==> config.mk <==
export PLATFORM = sky130hd
export DESIGN_NAME = cev_clause_eval
export DESIGN_NICKNAME = d
export VERILOG_FILES = /design/src/rtl/cev_pkg.sv /design/src/rtl/cev_rst_sync.sv /design/src/rtl/cev_member.sv /design/src/rtl/cev_lit_store.sv /design/src/rtl/cev_pos_ctrl.sv /design/src/rtl/cev_clause_eval.sv
export SDC_FILE = /design/constraint.sdc
export NUM_CORES = 1
export LEC_CHECK = 0
export BUFFER_PORTS_ARGS = -buffer_cell sky130_fd_sc_hd__buf_2
export CORE_AREA = 8 8 138 172
export CTS_CLUSTER_SIZE = 12
export DETAILED_ROUTE_END_ITERATION = 8
export DIE_AREA = 0 0 146 180
export SETUP_SLACK_MARGIN = 0.05
export SYNTH_ARGS = -nofsm -noshare
export SYNTH_HDL_FRONTEND = slang
export SYNTH_SLANG_ARGS = --single-unit
==> constraint.sdc <==
create_clock -name clk -period 6.62 [get_ports clk]
set_input_delay 0.662 -clock clk [delete_from_list [all_inputs] [get_ports clk]]
set_output_delay 0.662 -clock clk [all_outputs]
set_load 0.03 [all_outputs]
==> src/rtl/cev_pkg.sv <==
package cev_pkg;
  localparam int CEV_VAR_W  = 8;
  localparam int CEV_NIB_W  = 4;
  localparam int CEV_LIT_N  = 3;
  localparam int CEV_THR_N  = 4;
  localparam int CEV_SLOT_N = 4;
  localparam int CEV_LIT_W  = 2;
endpackage

==> src/rtl/cev_rst_sync.sv <==
module cev_rst_sync #(
  parameter int STAGES = 2
) (
  input  logic clk,
  input  logic rst_n,
  output logic rst_sync_n
);
  logic [STAGES-1:0] sync_q;
  logic [STAGES-1:0] sync_d;

  always_comb begin
    sync_d = {sync_q[STAGES-2:0], 1'b1};
  end

  always_ff @(posedge clk or negedge rst_n) begin
    if (!rst_n) sync_q <= '0;
    else        sync_q <= sync_d;
  end

  assign rst_sync_n = sync_q[STAGES-1];
endmodule

==> src/rtl/cev_member.sv <==
module cev_member #(
  parameter int VAR_W = cev_pkg::CEV_VAR_W,
  parameter int NIB_W = cev_pkg::CEV_NIB_W
) (
  input  logic             clk,
  input  logic             rst_n,
  input  logic             ld_en,
  input  logic [VAR_W-1:0] ld_var,
  input  logic [VAR_W-1:0] probe_var,
  output logic             hit
);
  localparam int NIB_N = VAR_W / NIB_W;
  localparam int DEPTH = 1 << NIB_W;

  logic [NIB_N-1:0] nib_hit;

  for (genvar n = 0; n < NIB_N; n++) begin : g_nib
    logic [DEPTH-1:0] arr_q;
    logic [DEPTH-1:0] arr_d;
    logic [NIB_W-1:0] ld_nib;
    logic [NIB_W-1:0] pr_nib;

    assign ld_nib = ld_var[n*NIB_W +: NIB_W];
    assign pr_nib = probe_var[n*NIB_W +: NIB_W];

    always_comb begin
      arr_d = '0;
      arr_d[ld_nib] = 1'b1;
    end

    always_ff @(posedge clk or negedge rst_n) begin
      if (!rst_n)     arr_q <= '0;
      else if (ld_en) arr_q <= arr_d;
    end

    assign nib_hit[n] = arr_q[pr_nib];
  end

  assign hit = &nib_hit;
endmodule

==> src/rtl/cev_lit_store.sv <==
module cev_lit_store #(
  parameter int THR_N  = cev_pkg::CEV_THR_N,
  parameter int SLOT_N = cev_pkg::CEV_SLOT_N
) (
  input  logic                      clk,
  input  logic                      rst_n,
  input  logic [$clog2(THR_N)-1:0]  rd_thr,
  input  logic [$clog2(SLOT_N)-1:0] rd_slot,
  output logic                      rd_bit,
  input  logic                      wr_en,
  input  logic [$clog2(SLOT_N)-1:0] wr_slot,
  input  logic                      wr_bit,
  input  logic                      ld_en,
  input  logic [$clog2(THR_N)-1:0]  ld_thr,
  input  logic [$clog2(SLOT_N)-1:0] ld_slot,
  input  logic                      ld_bit
);
  localparam int THR_W  = $clog2(THR_N);
  localparam int SLOT_W = $clog2(SLOT_N);
  localparam int IDX_W  = THR_W + SLOT_W;
  localparam int BITS   = THR_N * SLOT_N;

  logic [BITS-1:0]  tbl_q;
  logic [BITS-1:0]  tbl_d;
  logic [IDX_W-1:0] rd_idx;
  logic [IDX_W-1:0] wr_idx;
  logic [IDX_W-1:0] ld_idx;

  assign rd_idx = {rd_thr, rd_slot};
  assign wr_idx = {rd_thr, wr_slot};
  assign ld_idx = {ld_thr, ld_slot};
  assign rd_bit = tbl_q[rd_idx];

  always_comb begin
    tbl_d = tbl_q;
    if (wr_en) tbl_d[wr_idx] = wr_bit;
    if (ld_en) tbl_d[ld_idx] = ld_bit;
  end

  always_ff @(posedge clk or negedge rst_n) begin
    if (!rst_n)              tbl_q <= '0;
    else if (wr_en || ld_en) tbl_q <= tbl_d;
  end
endmodule

==> src/rtl/cev_pos_ctrl.sv <==
module cev_pos_ctrl #(
  parameter int THR_N  = cev_pkg::CEV_THR_N,
  parameter int SLOT_N = cev_pkg::CEV_SLOT_N
) (
  input  logic                             clk,
  input  logic                             rst_n,
  input  logic                             cm_en,
  input  logic [$clog2(THR_N)-1:0]         cm_thr,
  input  logic [$clog2(SLOT_N)-1:0]        cm_trial,
  input  logic [$clog2(THR_N)-1:0]         bc_thr,
  input  logic [$clog2(SLOT_N)-1:0]        bc_trial,
  output logic [$clog2(SLOT_N)-1:0]        bc_pos,
  output logic [$clog2(SLOT_N)-1:0]        bc_slot,
  input  logic [$clog2(THR_N)-1:0]         ld_thr,
  output logic [$clog2(SLOT_N)-1:0]        ld_pos,
  output logic [THR_N*$clog2(SLOT_N)-1:0]  pos_flat
);
  localparam int SLOT_W = $clog2(SLOT_N);

  logic [SLOT_W-1:0] pos_q [THR_N];
  logic [SLOT_W-1:0] pos_d [THR_N];

  function automatic logic [SLOT_W-1:0] trial_slot(input logic [SLOT_W-1:0] pos,
                                                   input logic [SLOT_W-1:0] trial);
    return SLOT_W'(32'(pos) + 32'd1 + 32'(trial));
  endfunction

  always_comb begin
    for (int t = 0; t < THR_N; t++) pos_d[t] = pos_q[t];
    if (cm_en) pos_d[cm_thr] = trial_slot(pos_q[cm_thr], cm_trial);
  end

  always_ff @(posedge clk or negedge rst_n) begin
    if (!rst_n) begin
      for (int t = 0; t < THR_N; t++) pos_q[t] <= '0;
    end else if (cm_en) begin
      for (int t = 0; t < THR_N; t++) pos_q[t] <= pos_d[t];
    end
  end

  assign bc_pos  = pos_q[bc_thr];
  assign bc_slot = trial_slot(pos_q[bc_thr], bc_trial);
  assign ld_pos  = pos_q[ld_thr];

  for (genvar t = 0; t < THR_N; t++) begin : g_flat
    assign pos_flat[t*SLOT_W +: SLOT_W] = pos_q[t];
  end
endmodule

==> src/rtl/cev_clause_eval.sv <==
module cev_clause_eval #(
  parameter int VAR_W  = cev_pkg::CEV_VAR_W,
  parameter int NIB_W  = cev_pkg::CEV_NIB_W,
  parameter int LIT_N  = cev_pkg::CEV_LIT_N,
  parameter int LIT_W  = cev_pkg::CEV_LIT_W,
  parameter int THR_N  = cev_pkg::CEV_THR_N,
  parameter int SLOT_N = cev_pkg::CEV_SLOT_N
) (
  input  logic                      clk,
  input  logic                      rst_n,
  input  logic                      mode_break,
  input  logic                      var_ld_en,
  input  logic [LIT_W-1:0]          var_ld_lit,
  input  logic [VAR_W-1:0]          var_ld_num,
  input  logic                      val_ld_en,
  input  logic [LIT_W-1:0]          val_ld_lit,
  input  logic [$clog2(THR_N)-1:0]  val_ld_thr,
  input  logic                      val_ld_bit,
  input  logic                      bc_valid,
  input  logic [VAR_W-1:0]          bc_var,
  input  logic [$clog2(THR_N)-1:0]  bc_thr,
  input  logic [$clog2(SLOT_N)-1:0] bc_trial,
  input  logic                      cm_valid,
  input  logic [$clog2(THR_N)-1:0]  cm_thr,
  input  logic [$clog2(SLOT_N)-1:0] cm_trial,
  output logic                      out_valid,
  output logic [$clog2(THR_N)-1:0]  out_thr,
  output logic [$clog2(SLOT_N)-1:0] out_trial,
  output logic                      out_cur_sat,
  output logic                      out_new_sat,
  output logic                      out_score
);
  localparam int THR_W   = $clog2(THR_N);
  localparam int SLOT_W  = $clog2(SLOT_N);
  localparam int TRIAL_N = SLOT_N - 1;

  logic                     rst_sync_n;
  logic                     bc_fire;
  logic                     cm_fire;
  logic [SLOT_W-1:0]        bc_pos;
  logic [SLOT_W-1:0]        bc_slot;
  logic [SLOT_W-1:0]        ld_pos;
  logic [THR_N*SLOT_W-1:0]  thr_pos;
  logic [LIT_N-1:0]         cur_vec;
  logic [LIT_N-1:0]         hit_vec;
  logic [LIT_N-1:0]         tent_vec;
  logic                     cur_sat_c;
  logic                     new_sat_c;
  logic                     score_c;

  logic                     valid_d;
  logic [THR_W-1:0]         thr_d;
  logic [SLOT_W-1:0]        trial_d;
  logic                     cur_d;
  logic                     new_d;
  logic                     score_d;

  cev_rst_sync #(.STAGES(2)) u_rst (
    .clk        (clk),
    .rst_n      (rst_n),
    .rst_sync_n (rst_sync_n)
  );

  assign bc_fire = bc_valid && (32'(bc_trial) < TRIAL_N);
  assign cm_fire = cm_valid && (32'(cm_trial) < TRIAL_N);

  cev_pos_ctrl #(.THR_N(THR_N), .SLOT_N(SLOT_N)) u_pos (
    .clk      (clk),
    .rst_n    (rst_sync_n),
    .cm_en    (cm_fire),
    .cm_thr   (cm_thr),
    .cm_trial (cm_trial),
    .bc_thr   (bc_thr),
    .bc_trial (bc_trial),
    .bc_pos   (bc_pos),
    .bc_slot  (bc_slot),
    .ld_thr   (val_ld_thr),
    .ld_pos   (ld_pos),
    .pos_flat (thr_pos)
  );

  for (genvar g = 0; g < LIT_N; g++) begin : g_lit
    logic var_sel;
    logic val_sel;

    assign var_sel = var_ld_en && (32'(var_ld_lit) == g);
    assign val_sel = val_ld_en && (32'(val_ld_lit) == g);

    cev_member #(.VAR_W(VAR_W), .NIB_W(NIB_W)) u_member (
      .clk       (clk),
      .rst_n     (rst_sync_n),
      .ld_en     (var_sel),
      .ld_var    (var_ld_num),
      .probe_var (bc_var),
      .hit       (hit_vec[g])
    );

    assign tent_vec[g] = cur_vec[g] ^ hit_vec[g];

    cev_lit_store #(.THR_N(THR_N), .SLOT_N(SLOT_N)) u_store (
      .clk     (clk),
      .rst_n   (rst_sync_n),
      .rd_thr  (bc_thr),
      .rd_slot (bc_pos),
      .rd_bit  (cur_vec[g]),
      .wr_en   (bc_fire),
      .wr_slot (bc_slot),
      .wr_bit  (tent_vec[g]),
      .ld_en   (val_sel),
      .ld_thr  (val_ld_thr),
      .ld_slot (ld_pos),
      .ld_bit  (val_ld_bit)
    );
  end

  assign cur_sat_c = |cur_vec;
  assign new_sat_c = |tent_vec;
  assign score_c   = mode_break ? (cur_sat_c & ~new_sat_c) : new_sat_c;

  always_comb begin
    valid_d = bc_fire;
    thr_d   = bc_thr;
    trial_d = bc_trial;
    cur_d   = cur_sat_c;
    new_d   = new_sat_c;
    score_d = score_c;
  end

  always_ff @(posedge clk or negedge rst_sync_n) begin
    if (!rst_sync_n) out_valid <= 1'b0;
    else             out_valid <= valid_d;
  end

  always_ff @(posedge clk or negedge rst_sync_n) begin
    if (!rst_sync_n) begin
      out_thr     <= '0;
      out_trial   <= '0;
      out_cur_sat <= 1'b0;
      out_new_sat <= 1'b0;
      out_score   <= 1'b0;
    end else if (bc_fire) begin
      out_thr     <= thr_d;
      out_trial   <= trial_d;
      out_cur_sat <= cur_d;
      out_new_sat <= new_d;
      out_score   <= score_d;
    end
  end
endmodule

==> results of run 1 <==
## cell families (layout without fill, tap and decap cells)
family	Yosys count	count (layout)
and+or+nand+nor	303	303
DFF	162	162
AOI/OAI and AO/OA	152	152
muxes	127	127
buffers and inverters	50	93
xor gates and xnor gates	8	8
adders and majority gates	2	2
other	1	1
## Yosys cell counts
| library cell | n |
|---|---|
| sky130_fd_sc_hd__a31oi_1 | 1 |
| sky130_fd_sc_hd__mux2i_1 | 72 |
| sky130_fd_sc_hd__mux2_2 | 11 |
| sky130_fd_sc_hd__nand2b_1 | 5 |
| sky130_fd_sc_hd__a21oi_1 | 6 |
| sky130_fd_sc_hd__mux2_1 | 3 |
| sky130_fd_sc_hd__o22ai_1 | 15 |
| sky130_fd_sc_hd__nand3_1 | 17 |
| sky130_fd_sc_hd__nand2_1 | 172 |
| sky130_fd_sc_hd__mux4_2 | 41 |
| sky130_fd_sc_hd__and3b_1 | 3 |
| sky130_fd_sc_hd__or2_2 | 1 |
| sky130_fd_sc_hd__nor2b_1 | 15 |
| sky130_fd_sc_hd__or4_1 | 1 |
| sky130_fd_sc_hd__ha_1 | 2 |
| sky130_fd_sc_hd__dfrtp_1 | 162 |
| sky130_fd_sc_hd__and2_1 | 3 |
| sky130_fd_sc_hd__nor3b_1 | 3 |
| sky130_fd_sc_hd__nor3_1 | 5 |
| sky130_fd_sc_hd__inv_1 | 7 |
| sky130_fd_sc_hd__nand3b_1 | 6 |
| sky130_fd_sc_hd__xor2_1 | 3 |
| sky130_fd_sc_hd__or3b_2 | 2 |
| sky130_fd_sc_hd__o41ai_1 | 1 |
| sky130_fd_sc_hd__o21ai_1 | 27 |
| sky130_fd_sc_hd__conb_1 | 1 |
| sky130_fd_sc_hd__buf_6 | 1 |
| sky130_fd_sc_hd__nand4_1 | 2 |
| sky130_fd_sc_hd__xnor2_1 | 5 |
| sky130_fd_sc_hd__buf_1 | 3 |
| sky130_fd_sc_hd__clkbuf_1 | 33 |
| sky130_fd_sc_hd__and3_1 | 4 |
| sky130_fd_sc_hd__nor2_1 | 64 |
| sky130_fd_sc_hd__o21ai_0 | 100 |
| sky130_fd_sc_hd__a21boi_0 | 2 |
| sky130_fd_sc_hd__buf_4 | 2 |
| sky130_fd_sc_hd__buf_2 | 4 |
## flip-flops by register name, indices dropped and copies added (netlist names)
register and flops:
out_valid 1, out_score 1, out_thr 2, out_cur_sat 1
u_rst.sync_q 2, g_lit.u_store.tbl_q 48, out_new_sat 1, out_trial 2
g_lit.u_member.g_nib.arr_q 96, u_pos.pos_flat 8
## per-stage QoR
step / util [%] / cells / setup WS, ps / area (µm²) / hold WS, ps
floorplan: - / 805 / 1772 / 8254 / 331.2
global placement: 41.15 / 1094 / 2684 / 8711 / 334.1
detailed placement: 41.15 / 1094 / 2614 / 8711 / 341.0
CTS: 43.99 / 1127 / 3056 / 9313 / 357.9
global route: 43.99 / 1127 / 2882 / 9313 / 368.6
finish: 43.99 / 1127 / 3042 / 9313 / 321.6
## timing repair
item | in CTS | in global routing
hold buffers | 1 | 0
resized for setup | 0 | 0
setup buffers | 0 | 0
hold endpoints to repair | 2 | 0
endpoints found under the setup margin | 0 | 0
## final timing paths
kind                                                                   end  slack (ps)  cells past startpoint
max                                 g_lit[0].u_store.tbl_q[13]$_DFFE_PN0P_        3040                      9
min                        g_lit[1].u_member.g_nib[1].arr_q[9]$_DFFE_PN0P_         320                      0
max reg2reg                         g_lit[0].u_store.tbl_q[13]$_DFFE_PN0P_        3240                      8
min reg2reg                g_lit[1].u_member.g_nib[1].arr_q[9]$_DFFE_PN0P_         320                      0
max in group asynchronous                              out_valid$_DFF_PN0_        4940                      1
min in group clk                                 u_rst.sync_q[1]$_DFF_PN0_         360                      0
## cell type report
cell class	instances	area share, %
Clock buffer	18	4.716
Clock inverter	14	1.639
Inverter	7	0.2821
Multi-Input combinational cell	593	42.87
Sequential cell	162	43.57
Tap cell	279	3.748
Timing Repair Buffer	54	3.171
## routing by layer
metal / vias up / global-route usage, %
li1: 2893 / -
met1: 2872 / 18.22
met2: 109 / 27.10
met3: 36 / 2.990
met4: 0 / 7.146
met5: - / 0
## critical path, cell delays in order
cell	delay (ps)
sky130_fd_sc_hd__buf_2	290
sky130_fd_sc_hd__mux4_2	910
sky130_fd_sc_hd__mux2i_1	230
sky130_fd_sc_hd__mux4_2	520
sky130_fd_sc_hd__mux2i_1	270
sky130_fd_sc_hd__xnor2_1	190
sky130_fd_sc_hd__buf_4	240
sky130_fd_sc_hd__mux2_1	300
sky130_fd_sc_hd__mux2_2	260
## power by group through the flow
stage,Sequential (mW),Combinational (mW),Clock [mW]
global route,1.33,0.980,1.05
floorplan,1.31,0.648,0
global placement,1.34,0.870,0
CTS,1.31,0.900,1.01
detailed placement,1.33,0.896,0
finish,1.31,0.897,0.990
==> results.py, run 1 <==
metrics = {
    "run_status": {
        "outcome": "finished clean",
    },
    "placement": {
        "routabilityCongestion": 0.8300,
        "dpl.hpwl_mm": 13.99,
        "buffer_ports.inserted": 45,
    },
    "final_layout": {
        "layout_commonest_cell": "sky130_fd_sc_hd__nand2_1",
        "antenna_cells": 0,
        "fill_cells": 2077,
        "finish.net_count": 875,
        "layout-area-overhead-vs-synth_pct": 12.82,
        "sequential_cell_area_um2": 4058,
        "multi_input_comb_area_um2": 3993,
        "share_of_post_route_cells_with_drive_strength_above_1_pct": 16.63,
        "most-common-layout-cells": "172 x sky130_fd_sc_hd__nand2_1, 161 x sky130_fd_sc_hd__dfrtp_1, 100 x sky130_fd_sc_hd__o21ai_0, 72 x sky130_fd_sc_hd__mux2i_1, 64 x sky130_fd_sc_hd__nor2_1",
    },
    "routing": {
        "detail_route.first_pass.iterations": 4,
        "route.vias.total": 5910,
        "antenna_violating_nets_post_route": 0,
        "wirelength_met1_mm": 8.547,
        "drc_violations": 0,
        "drt_first_iter_violations": 309,
        "totalWireLength_mm": 19.83,
        "met3RoutedLength_um": 517,
        "top_signal_layer_used": "met4",
        "metal2_wl_mm": 10.12,
        "avgRoutedWirePerCell_um": 17.60,
        "vias_per_cell": 5.244,
    },
    "synthesis": {
        "synth.lib_cells_used.distinct": 37,
        "portion_of_the_post_synthesis_area_used_by_sequential_elements_pct": 49.11,
        "yosys_warnings": 0,
        "yosys.area_share.simple_pct": 15.78,
        "synth_mux_area_share_pct": 21.83,
        "synth_fp_nets": 845,
        "netlist_area_um2": 8254,
        "synthDominantCellAreaShare_pct": 49.11,
        "synth_top_cells_by_area": "sky130_fd_sc_hd__dfrtp_1 49%, sky130_fd_sc_hd__mux4_2 11%, sky130_fd_sc_hd__mux2i_1 8.7%",
        "yosys.area_share.xor_xnor_pct": 0.8489,
        "synth_top_family_by_area": "multiplexers",
        "postSynthAreaPerCell_um2": 10.25,
        "synthesized_area_fraction_occupied_by_adder_cells_pct": 0.3032,
        "ffs_latches_synth": 162,
        "synth-compound-area-share_pct": 9.565,
        "netlist.top_cell.by_area": "sky130_fd_sc_hd__dfrtp_1",
        "synthesis.instances": 805,
    },
    "power": {
        "power_switching_share_pct": 33.16,
        "pwr-share-clk_pct": 30.9,
        "power.leakage_nw": 4.041,
        "p_switching_mw": 1.061,
        "pwr-share-seq_pct": 41.0,
        "irDropWorstVdd_mv": 0.1944,
        "cellPowerDensity_nw_per_um2": 343.5,
        "combPwrFrac_pct": 28.0,
        "finalPower_mw": 3.199,
        "power_report.internal_total_mw": 2.138,
    },
    "timing": {
        "max-slew-margin-rel_pct": 28.37,
        "rsz0062_at_grt": "no",
        "max_slew.worst_pin.slew_ps": 1074,
        "hold_viol": 0,
        "timing.fmax_ghz": 0.2795,
        "total_count_of_max_transition_violations_in_the_final_report": 0,
        "fin_setup_tns_ps": 0,
        "setup_viol": 0,
        "fin_crit_share_pct": 54.05,
        "skew_ps": 11.77,
        "finalCriticalPeriod_ps": 3578,
    },
    "clock_network": {
        "htree_levels": 4,
        "tritoncts_sink_count": 162,
        "cts.path.max_buffers": 2,
        "clk_root_buffer_cell": "sky130_fd_sc_hd__clkbuf_16",
        "clkTransAtPathRegs_ps": 70,
        "cts_buffers": 17,
        "clkLatencyLatePin_ps": 430,
        "tritoncts": "done",
    },
    "global_route": {
        "grt_first_pass_wirelength_mm": 32.79,
        "grt_antenna_before_repair": 0,
        "global_route.usage.total_pct": 15.56,
        "grt.overflow.total": 0,
        "grt_max_degree": 75,
        "grt_pass1_vias": 6150,
    },
    "critical_path": {
        "worst-endpoint-required_ps": 6930,
        "cp-start-kind": "primary input",
        "worstSetupEndpointType": "register",
        "r2r-start": "u_pos.pos_flat[7]$_DFFE_PN0P_",
        "cp-startpoint": "bc_thr[0]",
        "worst-path-max-fanout": 26,
        "arrival_ps": 3890,
        "criticalPathCategory": "in2reg",
    },
    "floorplanning": {
        "placement_rows": 60,
        "fp.dieH_um": 180,
        "floorplan.initialDensity_pct": 38.99,
        "die_footprint_um2": 26280,
        "ios": 46,
        "core_region_area_um2": 21170,
        "chipWidth_um": 146,
    },
    "job": {
        "max_cap_violations": 0,
    },
    "worst_hold_path": {
        "min-delay-path-class": "reg2async",
    },
}
Power figures use the tool's default switching activity.
==> inputs of run 2 (changes only) <==
==> constraint.sdc (replaced) <==
create_clock -name clk -period 3.4 [get_ports clk]
set_input_delay 0.34 -clock clk [delete_from_list [all_inputs] [get_ports clk]]
set_output_delay 0.34 -clock clk [all_outputs]
set_load 0.03 [all_outputs]
==> run 2 against run 1 <==
Clock power grew 85%. Final area grew 0.34%. Worst setup slack lost 2800 ps. Routed wire length grew 3.4%. Via count shrank 0.24%. Register-to-register slack lost 3000 ps. Cell count grew 0.53%. Sequential cell count is the same. First-iteration DRC count grew 32%. Hold slack lost 180 ps. Sequential share of layout area shrank 0.15 points. Clock skew shrank 2.5 ps.
==> results.py, run 2 (same netlist as run 1, synthesis figures left out) <==
metrics = {
    "clock_network": {
        "postCtsHoldBufs": 1,
        "post-cts-setup-buffer-count": 0,
        "clk_root_buffer_cell": "sky130_fd_sc_hd__clkbuf_16",
        "clkTransAtPathRegs_ps": 60,
        "resize_count_post_cts": 0,
        "cts.path.max_buffers": 2,
        "cts_buffers": 17,
        "clkLatencyLatePin_ps": 430,
        "tritoncts_sink_count": 162,
        "htree_levels": 4,
        "tritoncts": "done",
    },
    "global_route": {
        "grt_antenna_before_repair": 0,
        "grt_first_pass_wirelength_mm": 33.77,
        "grt_max_degree": 75,
        "grt.overflow.total": 0,
        "grt_pass1_vias": 6110,
        "global_route.usage.total_pct": 16.13,
    },
    "placement": {
        "routabilityCongestion": 0.8331,
        "dpl.hpwl_mm": 14.56,
        "buffer_ports.inserted": 45,
        "dp.cells": 1101,
    },
    "critical_path": {
        "worst-endpoint-required_ps": 3740,
        "arrival_ps": 3490,
        "cp-start-kind": "register",
        "worst-path-max-fanout": 26,
        "criticalPathCategory": "reg2reg",
        "worstSetupEndpointType": "register",
    },
    "routing": {
        "drt_first_iter_violations": 408,
        "antenna_violating_nets_post_route": 0,
        "avgRoutedWirePerCell_um": 18.10,
        "drc_violations": 0,
        "totalWireLength_mm": 20.51,
        "route.vias.total": 5896,
        "detail_route.first_pass.iterations": 5,
        "vias_per_cell": 5.204,
    },
    "final_layout": {
        "top_register": "g_lit.u_member.g_nib.arr_q",
        "antenna_cells": 0,
        "max_reg_flops": 96,
        "layout_commonest_cell": "sky130_fd_sc_hd__nand2_1",
        "share_of_post_route_cells_with_drive_strength_above_1_pct": 16.86,
        "finalNonFillerCells": 1133,
        "finish.net_count": 882,
        "most-common-layout-cells": "172 x sky130_fd_sc_hd__nand2_1, 161 x sky130_fd_sc_hd__dfrtp_1, 100 x sky130_fd_sc_hd__o21ai_0, 72 x sky130_fd_sc_hd__mux2i_1, 64 x sky130_fd_sc_hd__nor2_1",
        "layout-area-overhead-vs-synth_pct": 13.20,
    },
    "power": {
        "cellPowerDensity_nw_per_um2": 664.4,
        "power.leakage_nw": 4.061,
        "finalPower_mw": 6.208,
        "irDropWorstVdd_mv": 0.3678,
    },
    "run_status": {
        "outcome": "finished clean",
    },
    "floorplanning": {
        "core_region_area_um2": 21170,
        "chipWidth_um": 146,
        "placement_rows": 60,
        "ios": 46,
        "floorplan.initialDensity_pct": 38.99,
        "fp.dieH_um": 180,
        "die_footprint_um2": 26280,
    },
    "timing": {
        "total_count_of_max_transition_violations_in_the_final_report": 0,
        "max_slew.worst_pin.slew_ps": 1105,
        "timing.fmax_ghz": 0.3182,
        "fin_setup_tns_ps": 0,
        "skew_ps": 9.285,
        "setup_viol": 0,
        "hold_viol": 0,
        "max-slew-margin-rel_pct": 26.32,
        "rsz0062_at_grt": "no",
        "finalCriticalPeriod_ps": 3143,
        "fin_crit_share_pct": 92.44,
    },
    "worst_hold_path": {
        "min-delay-path-class": "in2reg",
    },
    "job": {
        "max_cap_violations": 0,
    },
}
==> run 2: worst paths after layout <==
kind	from	end	slack [ps]	cells past startpoint
max	u_pos.pos_flat[5]$_DFFE_PN0P_	out_score$_DFFE_PN0P_	260	9
min	mode_break	out_score$_DFFE_PN0P_	140	2
max reg2reg	u_pos.pos_flat[5]$_DFFE_PN0P_	out_score$_DFFE_PN0P_	260	9
min reg2reg	u_rst.sync_q[0]$_DFF_PN0_	u_rst.sync_q[1]$_DFF_PN0_	360	0
max in group asynchronous	u_rst.sync_q[1]$_DFF_PN0_	u_pos.pos_flat[4]$_DFFE_PN0P_	2060	1
min in group asynchronous	rst_n	u_rst.sync_q[1]$_DFF_PN0_	230	2
==> run 2: per-layer routing <==
layer	track usage (%)	vias to the layer above	wire (µm)
met5	0	-	0
met4	5.989	0	452
met3	2.814	26	549
met2	27.87	107	10620
met1	19.80	2864	8894
li1	-	2899	-
==> run 2: report_power, final <==
part / internal (mW) / leakage (nW) / switching [mW]
logic: 0.796 / 1.63 / 1.01
registers: 2.30 / 2.17 / 0.272
clock network: 1.06 / 0.265 / 0.772
total: 4.15 / 4.06 / 2.05
==> run 2: cell type report <==
type / instances / area, µm²
Sequential cell: 162 / 4058
Clock inverter: 8 / 80.08
Tap cell: 279 / 349.1
Timing Repair Buffer: 61 / 360.3
Inverter: 7 / 26.28
Clock buffer: 23 / 478.0
Fill cell: 2045 / 11830
Multi-Input combinational cell: 593 / 3993
==> run 2: critical path, cell delays in order (launching register included) <==
cell                      delay (ps)
sky130_fd_sc_hd__dfrtp_1         410
sky130_fd_sc_hd__mux4_2          460
sky130_fd_sc_hd__buf_4           280
sky130_fd_sc_hd__mux2i_1         180
sky130_fd_sc_hd__mux4_2          510
sky130_fd_sc_hd__mux2i_1         250
sky130_fd_sc_hd__xnor2_1         130
sky130_fd_sc_hd__buf_4           210
sky130_fd_sc_hd__or4_1           440
sky130_fd_sc_hd__a31oi_1         180
==> run 2: through the flow <==
| stage | worst slack [ps] | instance area, µm² | utilization, % | hold slack (ps) |
|---|---|---|---|---|
| global placement | 261.3 | 8776 | 41.45 | 127.0 |
| floorplan | 493.2 | 8255 | - | 44.41 |
| CTS | 260.6 | 9344 | 44.14 | 123.0 |
| finish | 257.1 | 9344 | 44.14 | 141.4 |
| detailed placement | 165.1 | 8776 | 41.45 | 126.9 |
| global route | 87.37 | 9344 | 44.14 | 135.0 |
